**src/rtl/dws_pkg.sv**
```systemverilog
// Shared types for the delay window scanner.
// Assumes: nothing beyond IEEE 1800-2017 enums.
package dws_pkg;
    // Per-lane tracker: seeking a pass, inside a window, or locked.
    typedef enum logic [1:0] {LN_SEEK, LN_OPEN, LN_LOCK} lane_st_t;
    // Sweep sequencer states.
    typedef enum logic [2:0] {
        SW_IDLE, SW_ARM, SW_REQ, SW_WAIT, SW_STEP, SW_CHECK, SW_MERGE, SW_DONE
    } sw_st_t;
endpackage

```
**src/rtl/dws_lane.sv**
```systemverilog
// One lane's window tracker plus its cross-sweep intersection.
// Assumes: step is issued once per tap with the merged fail bit; arm precedes
// each sweep; merge follows a sweep that ended without error.
module dws_lane
    import dws_pkg::*;
#(
    parameter int TAP_W   = 5,
    parameter int MIN_WIN = 3
) (
    input  logic             clk,
    input  logic             rst_n,
    input  logic             en,
    input  logic             is_tx,
    input  logic [TAP_W-1:0] tap,
    input  logic             acc_init,
    input  logic             arm,
    input  logic             step,
    input  logic             fail,
    input  logic             merge,
    output logic             locked,
    output logic             seeking,
    output logic [TAP_W-1:0] acc_lo,
    output logic [TAP_W-1:0] acc_hi
);
    localparam logic [TAP_W-1:0] TAP_TOP = '1;

    lane_st_t         st;
    logic [TAP_W-1:0] lo, hi, new_lo, new_hi, eff_lo, eff_hi;
    logic [TAP_W:0]   span;
    logic             wide_ok;

    // Closing edge and width test for a pass-to-fail transition.
    always_comb begin
        new_lo  = is_tx ? tap + 1'b1 : lo;
        new_hi  = is_tx ? hi : tap - 1'b1;
        span    = {1'b0, new_hi} - {1'b0, new_lo};
        wide_ok = (new_hi >= new_lo) && (span >= (TAP_W+1)'(MIN_WIN));
    end

    // Edges seen at sweep end; an open window takes the sweep end as its edge.
    always_comb begin
        eff_lo = (st == LN_OPEN && is_tx)  ? '0      : lo;
        eff_hi = (st == LN_OPEN && !is_tx) ? TAP_TOP : hi;
    end

    // Tracker state and edges of the current sweep.
    always_ff @(posedge clk) begin
        if (!rst_n) begin
            st <= LN_SEEK;
            lo <= '0;
            hi <= TAP_TOP;
        end else if (arm) begin
            st <= en ? LN_SEEK : LN_LOCK;
        end else if (step && en) begin
            case (st)
                LN_SEEK: if (!fail) begin
                    st <= LN_OPEN;
                    if (is_tx) hi <= tap;
                    else       lo <= tap;
                end
                LN_OPEN: if (fail) begin
                    lo <= new_lo;
                    hi <= new_hi;
                    st <= wide_ok ? LN_LOCK : LN_SEEK;
                end
                default: ;
            endcase
        end
    end

    // Running intersection over victim sweeps.
    always_ff @(posedge clk) begin
        if (!rst_n || acc_init) begin
            acc_lo <= '0;
            acc_hi <= TAP_TOP;
        end else if (merge && en) begin
            if (eff_lo > acc_lo) acc_lo <= eff_lo;
            if (eff_hi < acc_hi) acc_hi <= eff_hi;
        end
    end

    assign locked  = (st == LN_LOCK);
    assign seeking = en && (st == LN_SEEK);
endmodule

```
**src/rtl/dws_ctrl.sv**
```systemverilog
// Sweep sequencer: runs victim sweeps, issues repeated compares per tap,
// merges fail bits and decides early stop, end of sweep and error abort.
// Assumes: each cmp_req pulse gets exactly one later cmp_ack cycle.
module dws_ctrl
    import dws_pkg::*;
#(
    parameter int LANES   = 9,
    parameter int TAP_W   = 5,
    parameter int RETRIES = 3,
    parameter int VICTIMS = 8,
    parameter int VIC_W   = 3
) (
    input  logic             clk,
    input  logic             rst_n,
    input  logic             start,
    input  logic             dir_tx,
    input  logic [LANES-1:0] en_in,
    input  logic             cmp_ack,
    input  logic [LANES-1:0] cmp_fail,
    input  logic             all_locked,
    input  logic             any_seek,
    output logic [TAP_W-1:0] tap,
    output logic [VIC_W-1:0] victim,
    output logic             is_tx,
    output logic [LANES-1:0] en_q,
    output logic [LANES-1:0] fail_acc,
    output logic             cmp_req,
    output logic             busy,
    output logic             done,
    output logic             err,
    output logic             acc_init,
    output logic             arm,
    output logic             step,
    output logic             merge
);
    localparam int            ATT_W   = $clog2(RETRIES + 1);
    localparam logic [TAP_W-1:0] TAP_TOP = '1;

    sw_st_t           st;
    logic [ATT_W-1:0] att;
    logic             at_end;

    // Last tap of the sweep in the current direction.
    assign at_end = is_tx ? (tap == '0) : (tap == TAP_TOP);

    // Sequencer: arm, request, collect, step, decide, merge.
    always_ff @(posedge clk) begin
        if (!rst_n) begin
            st       <= SW_IDLE;
            tap      <= '0;
            victim   <= '0;
            att      <= '0;
            is_tx    <= 1'b0;
            en_q     <= '0;
            fail_acc <= '0;
            err      <= 1'b0;
        end else begin
            case (st)
                SW_IDLE: if (start) begin
                    is_tx  <= dir_tx;
                    en_q   <= en_in;
                    victim <= '0;
                    err    <= 1'b0;
                    st     <= SW_ARM;
                end
                SW_ARM: begin
                    tap      <= is_tx ? TAP_TOP : '0;
                    att      <= '0;
                    fail_acc <= '0;
                    st       <= SW_REQ;
                end
                SW_REQ: st <= SW_WAIT;
                SW_WAIT: if (cmp_ack) begin
                    fail_acc <= fail_acc | cmp_fail;
                    if (att == ATT_W'(RETRIES - 1)) begin
                        st <= SW_STEP;
                    end else begin
                        att <= att + 1'b1;
                        st  <= SW_REQ;
                    end
                end
                SW_STEP: st <= SW_CHECK;
                SW_CHECK: begin
                    if (all_locked || at_end) begin
                        if (any_seek) begin
                            err <= 1'b1;
                            st  <= SW_DONE;
                        end else begin
                            st <= SW_MERGE;
                        end
                    end else begin
                        tap      <= is_tx ? tap - 1'b1 : tap + 1'b1;
                        att      <= '0;
                        fail_acc <= '0;
                        st       <= SW_REQ;
                    end
                end
                SW_MERGE: begin
                    if (victim == VIC_W'(VICTIMS - 1)) begin
                        st <= SW_DONE;
                    end else begin
                        victim <= victim + 1'b1;
                        st     <= SW_ARM;
                    end
                end
                default: st <= SW_IDLE;
            endcase
        end
    end

    // Strobes decoded from the sequencer state.
    always_comb begin
        cmp_req  = (st == SW_REQ);
        busy     = (st != SW_IDLE);
        done     = (st == SW_DONE);
        acc_init = (st == SW_IDLE) && start;
        arm      = (st == SW_ARM);
        step     = (st == SW_STEP);
        merge    = (st == SW_MERGE);
    end
endmodule

```
**src/rtl/dly_window_scan.sv**
```systemverilog
// Top: sequencer, one tracker per lane, and per-lane delay formation.
// Assumes: wl_off is static during a run; limits are valid at done.
module dly_window_scan #(
    parameter  int LANES   = 9,
    parameter  int TAP_W   = 5,
    parameter  int RETRIES = 3,
    parameter  int VICTIMS = 8,
    parameter  int MIN_WIN = 3,
    localparam int DLY_W   = TAP_W + 1,
    localparam int VIC_W   = (VICTIMS > 1) ? $clog2(VICTIMS) : 1
) (
    input  logic                   clk,
    input  logic                   rst_n,
    input  logic                   start,
    input  logic                   dir_tx,
    input  logic [LANES-1:0]       lane_en,
    input  logic [LANES*TAP_W-1:0] wl_off,
    input  logic                   cmp_ack,
    input  logic [LANES-1:0]       cmp_fail,
    output logic                   cmp_req,
    output logic [VIC_W-1:0]       victim,
    output logic [LANES*DLY_W-1:0] lane_dly,
    output logic                   busy,
    output logic                   done,
    output logic                   err,
    output logic [LANES*TAP_W-1:0] low_lim,
    output logic [LANES*TAP_W-1:0] high_lim
);
    logic [TAP_W-1:0] tap;
    logic             is_tx, acc_init, arm, step, merge;
    logic [LANES-1:0] en_q, fail_acc, locked_v, seek_v;

    dws_ctrl #(
        .LANES(LANES), .TAP_W(TAP_W), .RETRIES(RETRIES),
        .VICTIMS(VICTIMS), .VIC_W(VIC_W)
    ) u_ctrl (
        .clk(clk), .rst_n(rst_n), .start(start), .dir_tx(dir_tx),
        .en_in(lane_en), .cmp_ack(cmp_ack), .cmp_fail(cmp_fail),
        .all_locked(&locked_v), .any_seek(|seek_v),
        .tap(tap), .victim(victim), .is_tx(is_tx), .en_q(en_q),
        .fail_acc(fail_acc), .cmp_req(cmp_req), .busy(busy), .done(done),
        .err(err), .acc_init(acc_init), .arm(arm), .step(step), .merge(merge)
    );

    for (genvar l = 0; l < LANES; l++) begin : g_lane
        dws_lane #(.TAP_W(TAP_W), .MIN_WIN(MIN_WIN)) u_lane (
            .clk(clk), .rst_n(rst_n), .en(en_q[l]), .is_tx(is_tx), .tap(tap),
            .acc_init(acc_init), .arm(arm), .step(step), .fail(fail_acc[l]),
            .merge(merge), .locked(locked_v[l]), .seeking(seek_v[l]),
            .acc_lo(low_lim[l*TAP_W +: TAP_W]),
            .acc_hi(high_lim[l*TAP_W +: TAP_W])
        );

        // Transmit adds the lane's levelling offset; receive drives the tap.
        assign lane_dly[l*DLY_W +: DLY_W] = is_tx
            ? ({1'b0, tap} + {1'b0, wl_off[l*TAP_W +: TAP_W]})
            : {1'b0, tap};
    end
endmodule

```
**config.mk**
```make
export PLATFORM = sky130hd
export DESIGN_NAME = dly_window_scan
export DESIGN_NICKNAME = d
export VERILOG_FILES = /design/src/rtl/dws_pkg.sv /design/src/rtl/dws_lane.sv /design/src/rtl/dws_ctrl.sv /design/src/rtl/dly_window_scan.sv
export SDC_FILE = /design/constraint.sdc
export NUM_CORES = 1
export LEC_CHECK = 0
export BUFFER_PORTS_ARGS = -buffer_cell sky130_fd_sc_hd__clkbuf_2
export CAP_MARGIN = 30
export CORE_MARGIN = 1.5
export CORE_UTILIZATION = 60
export DETAILED_ROUTE_END_ITERATION = 8
export GPL_ROUTABILITY_DRIVEN = 0
export PLACE_DENSITY = 0.82
export SLEW_MARGIN = 0
export SYNTH_ARGS = -nofsm -noshare
export SYNTH_HDL_FRONTEND = slang
export SYNTH_SLANG_ARGS = --single-unit
```
**constraint.sdc**
```tcl
create_clock -name clk -period 5.4 [get_ports clk]
set_input_delay 0.27 -clock clk [delete_from_list [all_inputs] [get_ports clk]]
set_output_delay 0.27 -clock clk [all_outputs]
set_load 0.01 [all_outputs]
```
Word level (Yosys, flattened, before mapping) --
Cells that the tools add are included.
Word-level totals: register bits after elaboration 231, output and inout port bits 151, logic and storage cells 548, bits of input ports 68
Cells by class: order comparisons 36, bitwise gates (word level) 2, $add $sub $neg 22, reduce and logical (&&, ||, !) cells 156, multiplexer cells 190, equality and inequality tests 89
Operators by type and width (count):
- two-way mux 5 bit | 77
- case mux 5 bit (2 select lines) | 19
- two-way mux 2 bit | 57
- AND reduction 6 bit | 18
- inequality test 2 bit (second input constant) | 41
- logical AND 1 bit | 55
- adder 5 x 5 -> 6 bit | 9
- greater-or-equal comparator 6 x 2 -> 1 bit (second input constant) | 9
- two-way mux 6 bit | 9
- inequality test 3 bit (second input constant) | 18
- subtractor 5 x 5 -> 6 bit | 9
- greater-or-equal comparator 5 bit | 9
- > comparator 5 bit | 9
- less-than comparator 5 bit | 9
- AND reduction 4 bit | 11
- AND reduction 2 bit | 21
- nonzero test 2 bit | 21
- case mux 2 bit (2 select lines) | 9
- nonzero test 3 bit | 11
- case mux 9 bit (3 select lines) | 1
- two-way mux 3 bit | 7
- case mux 3 bit (7 select lines) | 1
- equality test 2 bit (second input constant) | 10
- equality test 2 x 1 -> 1 bit (second input constant) | 9
- other kinds (24) | 46

Longest topological paths before layout --
Gate-level depths: netlist (run 1).
depth after elaboration 10, depth in mapped cells 15, depth with buffers taken out 13

Modules after synthesis --
A second synthesis (run 1) with hierarchy kept.
Unflattened totals: cell total of the unflattened synthesis 2526, area, all modules 20399.6 um^2
Modules (own cells, without submodules):
- dws_lane at g_lane[0].u_lane ... | seq. area each 440.4 um^2, cells each 225, instances 5, area each 1831.8 um^2
- dly_window_scan | seq. area each 0.0 um^2, cells each 297, instances 1, area each 2209.6 um^2
- dws_lane at g_lane[3].u_lane | seq. area each 440.4 um^2, cells each 229, instances 1, area each 1855.5 um^2
- dws_lane at g_lane[7].u_lane | seq. area each 440.4 um^2, cells each 230, instances 1, area each 1848.0 um^2
- dws_lane at g_lane[2].u_lane | seq. area each 440.4 um^2, cells each 224, instances 1, area each 1841.8 um^2
- dws_lane at g_lane[8].u_lane | seq. area each 440.4 um^2, cells each 222, instances 1, area each 1829.3 um^2
- dws_ctrl | seq. area each 660.6 um^2, cells each 199, instances 1, area each 1656.6 um^2

Least setup slack after synthesis (run 1) --
No wires, ideal clock.
kind register to register, start register u_ctrl.tap[1], end register g_lane[0].u_lane.st[1], data required time 5.278 ns, path slack 1.604 ns, buffers on the path 3, clock period less this slack 3.796 ns, stages on the path, launching flop included 15, library setup time 0.122 ns, data arrival time 3.674 ns, cell sequence dfxtp_1 buf_2 buf_1 inv_1 ha_1 nor2b_1 clkbuf_1 a21oi_1 fa_1 a21o_1 a21oi_1 xnor2_1 a2111oi_0 a221oi_1 o311a_1
On the way: cells in the longest elaborated chain, start to end 10, elaborated cells on any way between the ends 13, classes of those cells 3 x add/sub; 2 x order compare; 7 x mux; 1 x reduce/logical
RTL lines:
- from (decl) | RTL line dws_ctrl.sv:22 | output logic [TAP_W-1:0] tap,
- from (signal assigned) | RTL line dws_ctrl.sv:67 | tap <= is_tx ? TAP_TOP : '0;
- from (signal assigned) | RTL line dws_ctrl.sv:92 | tap <= is_tx ? tap - 1'b1 : tap + 1'b1;
- subtractor 5 x 1 -> 5 bit or adder 5 x 1 -> 5 bit (tied branches) | RTL line dws_lane.sv:35, dws_lane.sv:34
- two-way mux 5 bit, on equally long branches | RTL line dws_lane.sv:35, dws_lane.sv:34
- subtractor 5 x 5 -> 6 bit | RTL line dws_lane.sv:36 | span = {1'b0, new_hi} - {1'b0, new_lo};
- greater-or-equal comparator 6 x 2 -> 1 bit | RTL line dws_lane.sv:37 | wide_ok = (new_hi >= new_lo) && (span >= (TAP_W+1)'(MIN_WIN));
- logical AND 1 bit (*) | RTL line dws_lane.sv:37
- two-way mux 2 bit (*) | RTL line dws_lane.sv:64 | st <= wide_ok ? LN_LOCK : LN_SEEK;
- two-way mux 2 bit (*) | RTL line dws_lane.sv:61 | LN_OPEN: if (fail) begin
- case mux 2 bit (2 select lines) (*) | RTL line dws_lane.sv:55 | case (st)
- two-way mux 2 bit (*) | RTL line dws_lane.sv:54 | end else if (step && en) begin
- two-way mux 2 bit (*) | RTL line dws_lane.sv:52 | end else if (arm) begin
- to (signal assigned) | RTL line dws_lane.sv:53 | st <= en ? LN_SEEK : LN_LOCK;
- to (signal assigned) | RTL line dws_lane.sv:64
- to (decl) | RTL line dws_lane.sv:27 | lane_st_t st;
Mark *: on every way between the ends. The rest lies on a longest branch, timed or not. The select of a mux whose other input is x is not followed. A chain may end at the register's enable or synchronous reset.

Worst setup path after layout (run 1) --
start register u_ctrl.is_tx, end register g_lane[0].u_lane.st[1]
On the way: cells in the longest elaborated chain, start to end 9, elaborated cells on any way between the ends 11, classes of those cells 1 x add/sub; 2 x order compare; 7 x mux; 1 x reduce/logical
RTL lines:
- from (decl) | RTL line dws_ctrl.sv:24 | output logic is_tx,
- from (signal assigned) | RTL line dws_ctrl.sv:60 | is_tx <= dir_tx;
- two-way mux 5 bit, on equally long branches | RTL line dws_lane.sv:35, dws_lane.sv:34
- subtractor 5 x 5 -> 6 bit | RTL line dws_lane.sv:36
- greater-or-equal comparator 6 x 2 -> 1 bit | RTL line dws_lane.sv:37
- logical AND 1 bit (*) | RTL line dws_lane.sv:37
- two-way mux 2 bit (*) | RTL line dws_lane.sv:64
- two-way mux 2 bit (*) | RTL line dws_lane.sv:61
- case mux 2 bit (2 select lines) (*) | RTL line dws_lane.sv:55
- two-way mux 2 bit (*) | RTL line dws_lane.sv:54
- two-way mux 2 bit (*) | RTL line dws_lane.sv:52
Marked as above.

==> results of run 1 <==
registers in the layout, indices dropped and copies added, names as in the netlist:
signal and cells:
u_ctrl.err 1, g_lane.u_lane.acc_lo 45, u_ctrl.st 3, u_ctrl.victim 3, u_ctrl.is_tx 1, g_lane.u_lane.st 18
u_ctrl.en_q 9, g_lane.u_lane.acc_hi 45, g_lane.u_lane.lo 45, u_ctrl.fail_acc 9, u_ctrl.tap 5, u_ctrl.att 2
g_lane.u_lane.hi 45
tightest hold or removal path: cells and delay by family:
kind	cells	cell delay [ps]
buf+inv	1	100
simple gates	1	80
compound gates	1	60
area by class of cell:
cell class / count / share of cell area (%)
Clock inverter: 6 / 0.285
Sequential cell: 231 / 24.0
Tap cell: 378 / 2.45
Timing Repair Buffer: 253 / 7.41
Clock buffer: 39 / 3.89
Inverter: 166 / 3.23
Multi-Input combinational cell: 1640 / 58.7
Yosys cell counts (4+ instances only):
cell type	instances
inv_1	164
a211oi_1	41
nand3b_1	9
a31oi_1	4
nand4_2	6
buf_1	5
nand4_1	11
clkbuf_1	77
or2_2	34
a2111oi_0	6
nor4_1	4
o21ai_2	4
buf_2	22
nor3_1	27
nand3_1	28
or3b_1	5
buf_4	5
o21a_1	16
o311ai_0	12
o311ai_1	5
and2_1	47
xnor2_1	20
o21ai_1	4
a21oi_1	229
o211ai_1	21
a21boi_0	21
o2111ai_1	4
nand2_1	223
fa_1	18
dfxtp_1	231
mux2i_1	109
nor2b_1	84
nor2_1	163
o221a_2	9
o21ai_0	90
a211o_1	9
or3b_2	4
and3_1	12
ha_1	177
nand2b_1	21
o21bai_1	4
a21o_1	71
nor3b_1	10
xor2_1	29
per-stage QoR:
stage                     power, mW  cells
final                          4.22   2713
after global routing           4.36   2713
after CTS                      4.21   2713
after detailed placement       2.50   2653
after global placement         2.46   2649
after floorplan                2.28   2148
logic make-up (layout without fill, tap and decap cells):
family / Yosys count / after routing / share of synthesized area, %
mux: 111 / 111 / 6.53
xor+xnor: 49 / 49 / 2.52
compound gates: 581 / 581 / 21.8
buf+inv: 277 / 464 / 6.46
simple gates: 704 / 704 / 20.5
flops: 231 / 231 / 27.1
fa+ha+maj: 195 / 195 / 15.1
worst paths after layout:
path	start	end	cells after the start
worst max-delay path	u_ctrl.is_tx$_SDFFE_PN0P_	g_lane[0].u_lane.st[1]$_SDFFE_PN0P_	12
worst min register to register	u_ctrl.err$_SDFFE_PN0P_	u_ctrl.err$_SDFFE_PN0P_	2
worst min-delay path	cmp_fail[3]	u_ctrl.fail_acc[3]$_SDFFE_PN0P_	3
worst max register to register	u_ctrl.is_tx$_SDFFE_PN0P_	g_lane[0].u_lane.st[1]$_SDFFE_PN0P_	12
timing repair:
| action | in CTS | in global routing |
|---|---|---|
| hold endpoints to repair | 15 | 0 |
| endpoints found under the setup margin | 0 | 0 |
| hold buffers | 15 | 0 |
report_power, final:
part | switching, mW | internal [mW]
Combinational | 0.435 | 0.287
Clock | 0.727 | 0.999
Sequential | 0.0523 | 1.72
routing by layer:
layer | part of all wire (%) | vias up
li1 | - | 7847
met1 | 40 | 7681
met2 | 46 | 766
met3 | 8.1 | 203
met4 | 5.7 | 0
met5 | 0 | -
==> impl_metrics.toml, run 1 <==
[global_route]
met1_usage_pct = 40.5
grt.met3_usage_pct = 5.66
busiest_layer = "met2"
antenna_found_initial = 0
grt_pass1_wl_um = 79300
grt_max_degree = 132
track_usage_pct = 33.7
use_met2_pct = 56.6
grt-ovfl-total = 0
grt_pass1_vias = 15900

[finish]
diodes = 0
fin_nets = 2582
mostFrequentLayoutCells = "a21oi_1 (229), dfxtp_1 (228), nand2_1 (223), clkbuf_2 (217), ha_1 (177)"
syn2layout_area_growth_pct = 13.1
multi_input_area_sq_mm = 0.0113
drive_gt1_share_pct = 15.2
finish.utilization_pct = 69.2
seqCellArea_sq_mm = 0.00463
nFillCells = 2236
fin_area_sq_mm = 0.0193
final_common_cell = "a21oi_1"

[die]
die_w_um = 172
pin_count = 219
initial_core_util_pct = 61.2
die-area_sq_mm = 0.0294
coreArea_sq_mm = 0.0279
rows = 61
die_h_um = 172

[setup_path]
worstPathCellList = "inv_2 -> nand2_1 -> o21ai_0 -> ha_1 -> inv_1 -> fa_1 -> a21o_1 -> a21oi_1 -> xnor2_1 -> a2111oi_0 -> a221oi_1 -> o311a_1"
cp_max_fo = 33
crit_path_end_kind = "register"
worstPathArrival_ps = 4550
start_kind = "register"
critical_path.top_delay_family = "compound AO/OA/AOI/OAI gates"
r2r_slack_ps = 1280
max_stage_delay_ps = 710
path_class = "register to register"
cp_slowest_cell = "nand2_1"
crit_required_ps = 5830
crit_buf_inv = 2

[detailed_routing]
drt-total-wl_um = 50100
viasPerCell = 6.08
wl_per_cell_um = 18.5
drtIter0Drc = 1502
postRouteAntennaNets = 0
vias = 16500
drtPass1Iterations = 6
drc = 0

[power_and_ir_drop]
powerDensity_mw_per_mm2 = 219
peakVddDrop_mv = 0.228
leakage_nw = 8.88

[yosys]
synthesis.area_sq_mm = 0.0171
ys_warn_count = 0
async_reset_ff_share_pct = 0
syn_inst = 2148
synth_nets = 2411
synth_flop_cell = "dfxtp_1"
synth.top_cell.area_share_pct = 27.1
synth-seq-area-share_pct = 27.1
ys_ff_latch = 231
ys_types = 77
synth_edf_count = 0
avgSynthCellArea_sq_um = 7.94
yosys.area.top_type = "dfxtp_1"
synth_area_leaders = "dfxtp_1 (27%), ha_1 (13%), a21oi_1 (6.7%), mux2i_1 (6.4%), nand2_1 (4.9%)"

[cts]
post_cts_buffers = 0
path_clk_slew_ps = 60
tritoncts = "yes"
clock-sinks = 231
numCtsBuffers = 27
cts-resized-gates = 0
clock_latency_ps = 540
htree_levels = 1
clockRootBuffer = "clkbuf_16"
clockBufferDepth = 3

[sta]
hold_ws_ps = 17.7
layout_min_cycle_time_ps = 4120
drv_slew = 0
finalSetupViolCount = 0
maxSlewHeadroom_pct = 29.7
fin_ws_ps = 1280
fin_setup_tns_ps = 0
rsz0062_at_grt = "no"
tightestPinTransition_ps = 1050
fmax_mhz = 243
fin_skew_ps = 14.4
finalCritPeriodShare_pct = 76.2
hold_viol = 0

[place]
pre_cts_ws_ps = 1430
dp_hpwl_um = 36100
portBuffers = 218
place_area_sq_mm = 0.0183

[run_status]
status = "finished, final reports clean"

[job]
drv_cap = 0

[worst_hold_path]
hold_path_class = "input port to register"
No activity file was read; power rests on OpenSTA's default activity.
==> run 2, diff against run 1 <==
CORE_UTILIZATION = 54   (was 60)
PLACE_DENSITY = 0.78   (was 0.82)
clock period = 3.7 ns   (was 5.4 ns; I/O delays follow)
==> run 2 against run 1 <==
Design area grew 2.4%. Clock power is 68% higher. Utilization down 5.2 points. Critical endpoint unchanged. Highest routed layer unchanged.
==> impl_metrics.toml, run 2 (same netlist as run 1, synthesis figures left out) <==
[detailed_routing]
drc = 0
drtPass1Iterations = 6
vias = 16700
postRouteAntennaNets = 0
wl_per_cell_um = 18.9
viasPerCell = 6.03
drtIter0Drc = 1638
drt-total-wl_um = 52300

[finish]
diodes = 0
finish.utilization_pct = 64.1
mostFrequentLayoutCells = "dfxtp_1 (230), a21oi_1 (229), nand2_1 (223), clkbuf_2 (217), ha_1 (177)"
fin_nets = 2616
nFillCells = 2605
drive_gt1_share_pct = 16.6
final_common_cell = "dfxtp_1"
multi_input_area_sq_mm = 0.0113
seqCellArea_sq_mm = 0.00463
syn2layout_area_growth_pct = 15.8

[die]
die_w_um = 181
die_h_um = 181
die-area_sq_mm = 0.0326
rows = 64
pin_count = 219
initial_core_util_pct = 55.3
coreArea_sq_mm = 0.0308

[sta]
rsz0062_at_grt = "no"
fmax_mhz = 292
hold_ws_ps = 29.4
finalCritPeriodShare_pct = 92.5
layout_min_cycle_time_ps = 3420
fin_ws_ps = 278
finalSetupViolCount = 0
maxSlewHeadroom_pct = 46.8
drv_slew = 0
fin_skew_ps = 14.9
tightestPinTransition_ps = 798
hold_viol = 0
fin_setup_tns_ps = 0

[cts]
clock_latency_ps = 550
post_cts_buffers = 0
tritoncts = "yes"
clockRootBuffer = "clkbuf_16"
clockBufferDepth = 3
clock-sinks = 231
path_clk_slew_ps = 60
numCtsBuffers = 26
htree_levels = 1
cts-resized-gates = 0

[setup_path]
cp.depth = 11
critical_path.top_delay_family = "compound AO/OA/AOI/OAI gates"
path_class = "register to register"
cp_max_fo = 13
cp_slowest_cell = "and2_1"
critPathCapture = "g_lane[0].u_lane.st[1]$_SDFFE_PN0P_"
reg2reg_depth = 11
worstPathCellList = "buf_4 -> ha_1 -> and3_1 -> ha_1 -> and2_1 -> a21oi_1 -> ha_1 -> nor2_1 -> a2111oi_0 -> a221oi_1 -> o311a_1"
crit_path_end_kind = "register"
crit_path_start = "u_ctrl.tap[1]$_SDFFE_PN0P_"
crit_required_ps = 4130
worstPathArrival_ps = 3850
max_stage_delay_ps = 640
crit_buf_inv = 1
worstReg2RegEnd = "g_lane[0].u_lane.st[1]$_SDFFE_PN0P_"
start_kind = "register"
reg2reg_from = "u_ctrl.tap[1]$_SDFFE_PN0P_"
crit_path_frequent_cell = "ha_1"
r2r_slack_ps = 280

[global_route]
grt_pass1_wl_um = 82800
grt_max_degree = 78
grt-ovfl-total = 0
antenna_found_initial = 0
grt_pass1_vias = 16100
track_usage_pct = 31.1

[place]
pre_cts_ws_ps = 405
dp_hpwl_um = 38700
portBuffers = 218

[job]
drv_cap = 0

[power_and_ir_drop]
leakage_nw = 9.12
peakVddDrop_mv = 0.352
powerDensity_mw_per_mm2 = 333

[run_status]
status = "finished, final reports clean"

[worst_hold_path]
hold_path_class = "input port to register"
run 2: changes by cell type in the layout (fill, tap and decap cells not counted):
| cell | before | now |
|---|---|---|
| clkinvlp_4 | 0 | 3 |
| clkbuf_8 | 3 | 4 |
| clkinv_2 | 5 | 6 |
| buf_4 | 16 | 49 |
| clkbuf_16 | 27 | 28 |
| buf_6 | 3 | 0 |
| inv_1 | 164 | 163 |
| clkinv_4 | 0 | 1 |
| dfxtp_1 | 228 | 230 |
| clkbuf_1 | 9 | 2 |
| bufinv_16 | 1 | 5 |
| buf_12 | 2 | 3 |
| dlygate4sd3_1 | 15 | 19 |
| dfxtp_2 | 2 | 0 |
run 2: worst min-delay path by stage:
stage                     cells after the start                              end         from  slack (ps)
final                                         5        u_ctrl.st[2]$_SDFFE_PN0P_      cmp_ack          30
after global routing                          3        u_ctrl.st[1]$_SDFFE_PN0P_      cmp_ack          50
after CTS                                     5        u_ctrl.st[2]$_SDFFE_PN0P_      cmp_ack           5
after detailed placement                      3  u_ctrl.fail_acc[2]$_SDFFE_PN0P_  cmp_fail[2]         420
after global placement                        3      u_ctrl.en_q[7]$_SDFFE_PN0P_   lane_en[7]         430
after floorplan                               2  u_ctrl.fail_acc[0]$_SDFFE_PN0P_  cmp_fail[0]         330
run 2: worst min-delay path: stages:
cell and delay (ps):
clkbuf_2 110, nand2_1 60, nand3_1 70, nand2_1 60
a21oi_1 30
run 2: metrics by stage:
step | instances | total power [mW] | instance area, sq um
floorplan | 2148 | 3.33 | 17100
global placement | 2702 | 3.64 | 18600
detailed placement | 2702 | 3.68 | 18600
CTS | 2769 | 6.57 | 19700
global route | 2769 | 6.79 | 19700
finish | 2769 | 6.58 | 19700
run 2: cell type report:
class	count	share of cell area (%)
well taps	396	2.51
multi-input cells	1640	57.4
flip-flops and latches	231	23.4
inverters	166	3.17
clock inverters	14	1.03
repair buffers	288	8.63
clock buffers	34	3.86
run 2: layer usage:
layer	wire, um	global-route usage, %
met1	21400	40.3
met4	2550	14.7
met5	0	0
met2	23900	51.2
met3	4370	4.21
run 2: repair_timing:
action                                  4_1_cts  5_1_grt
hold endpoints to repair                     19        0
endpoints found under the setup margin        0        0
hold buffers                                 19        0
run 2: report_power, final:
part           leakage (nW)  internal, mW  switching [mW]
logic                  6.78         0.439           0.666
clock network         0.475          1.80            1.10
registers              1.87          2.51          0.0667
total                  9.12          4.75            1.83
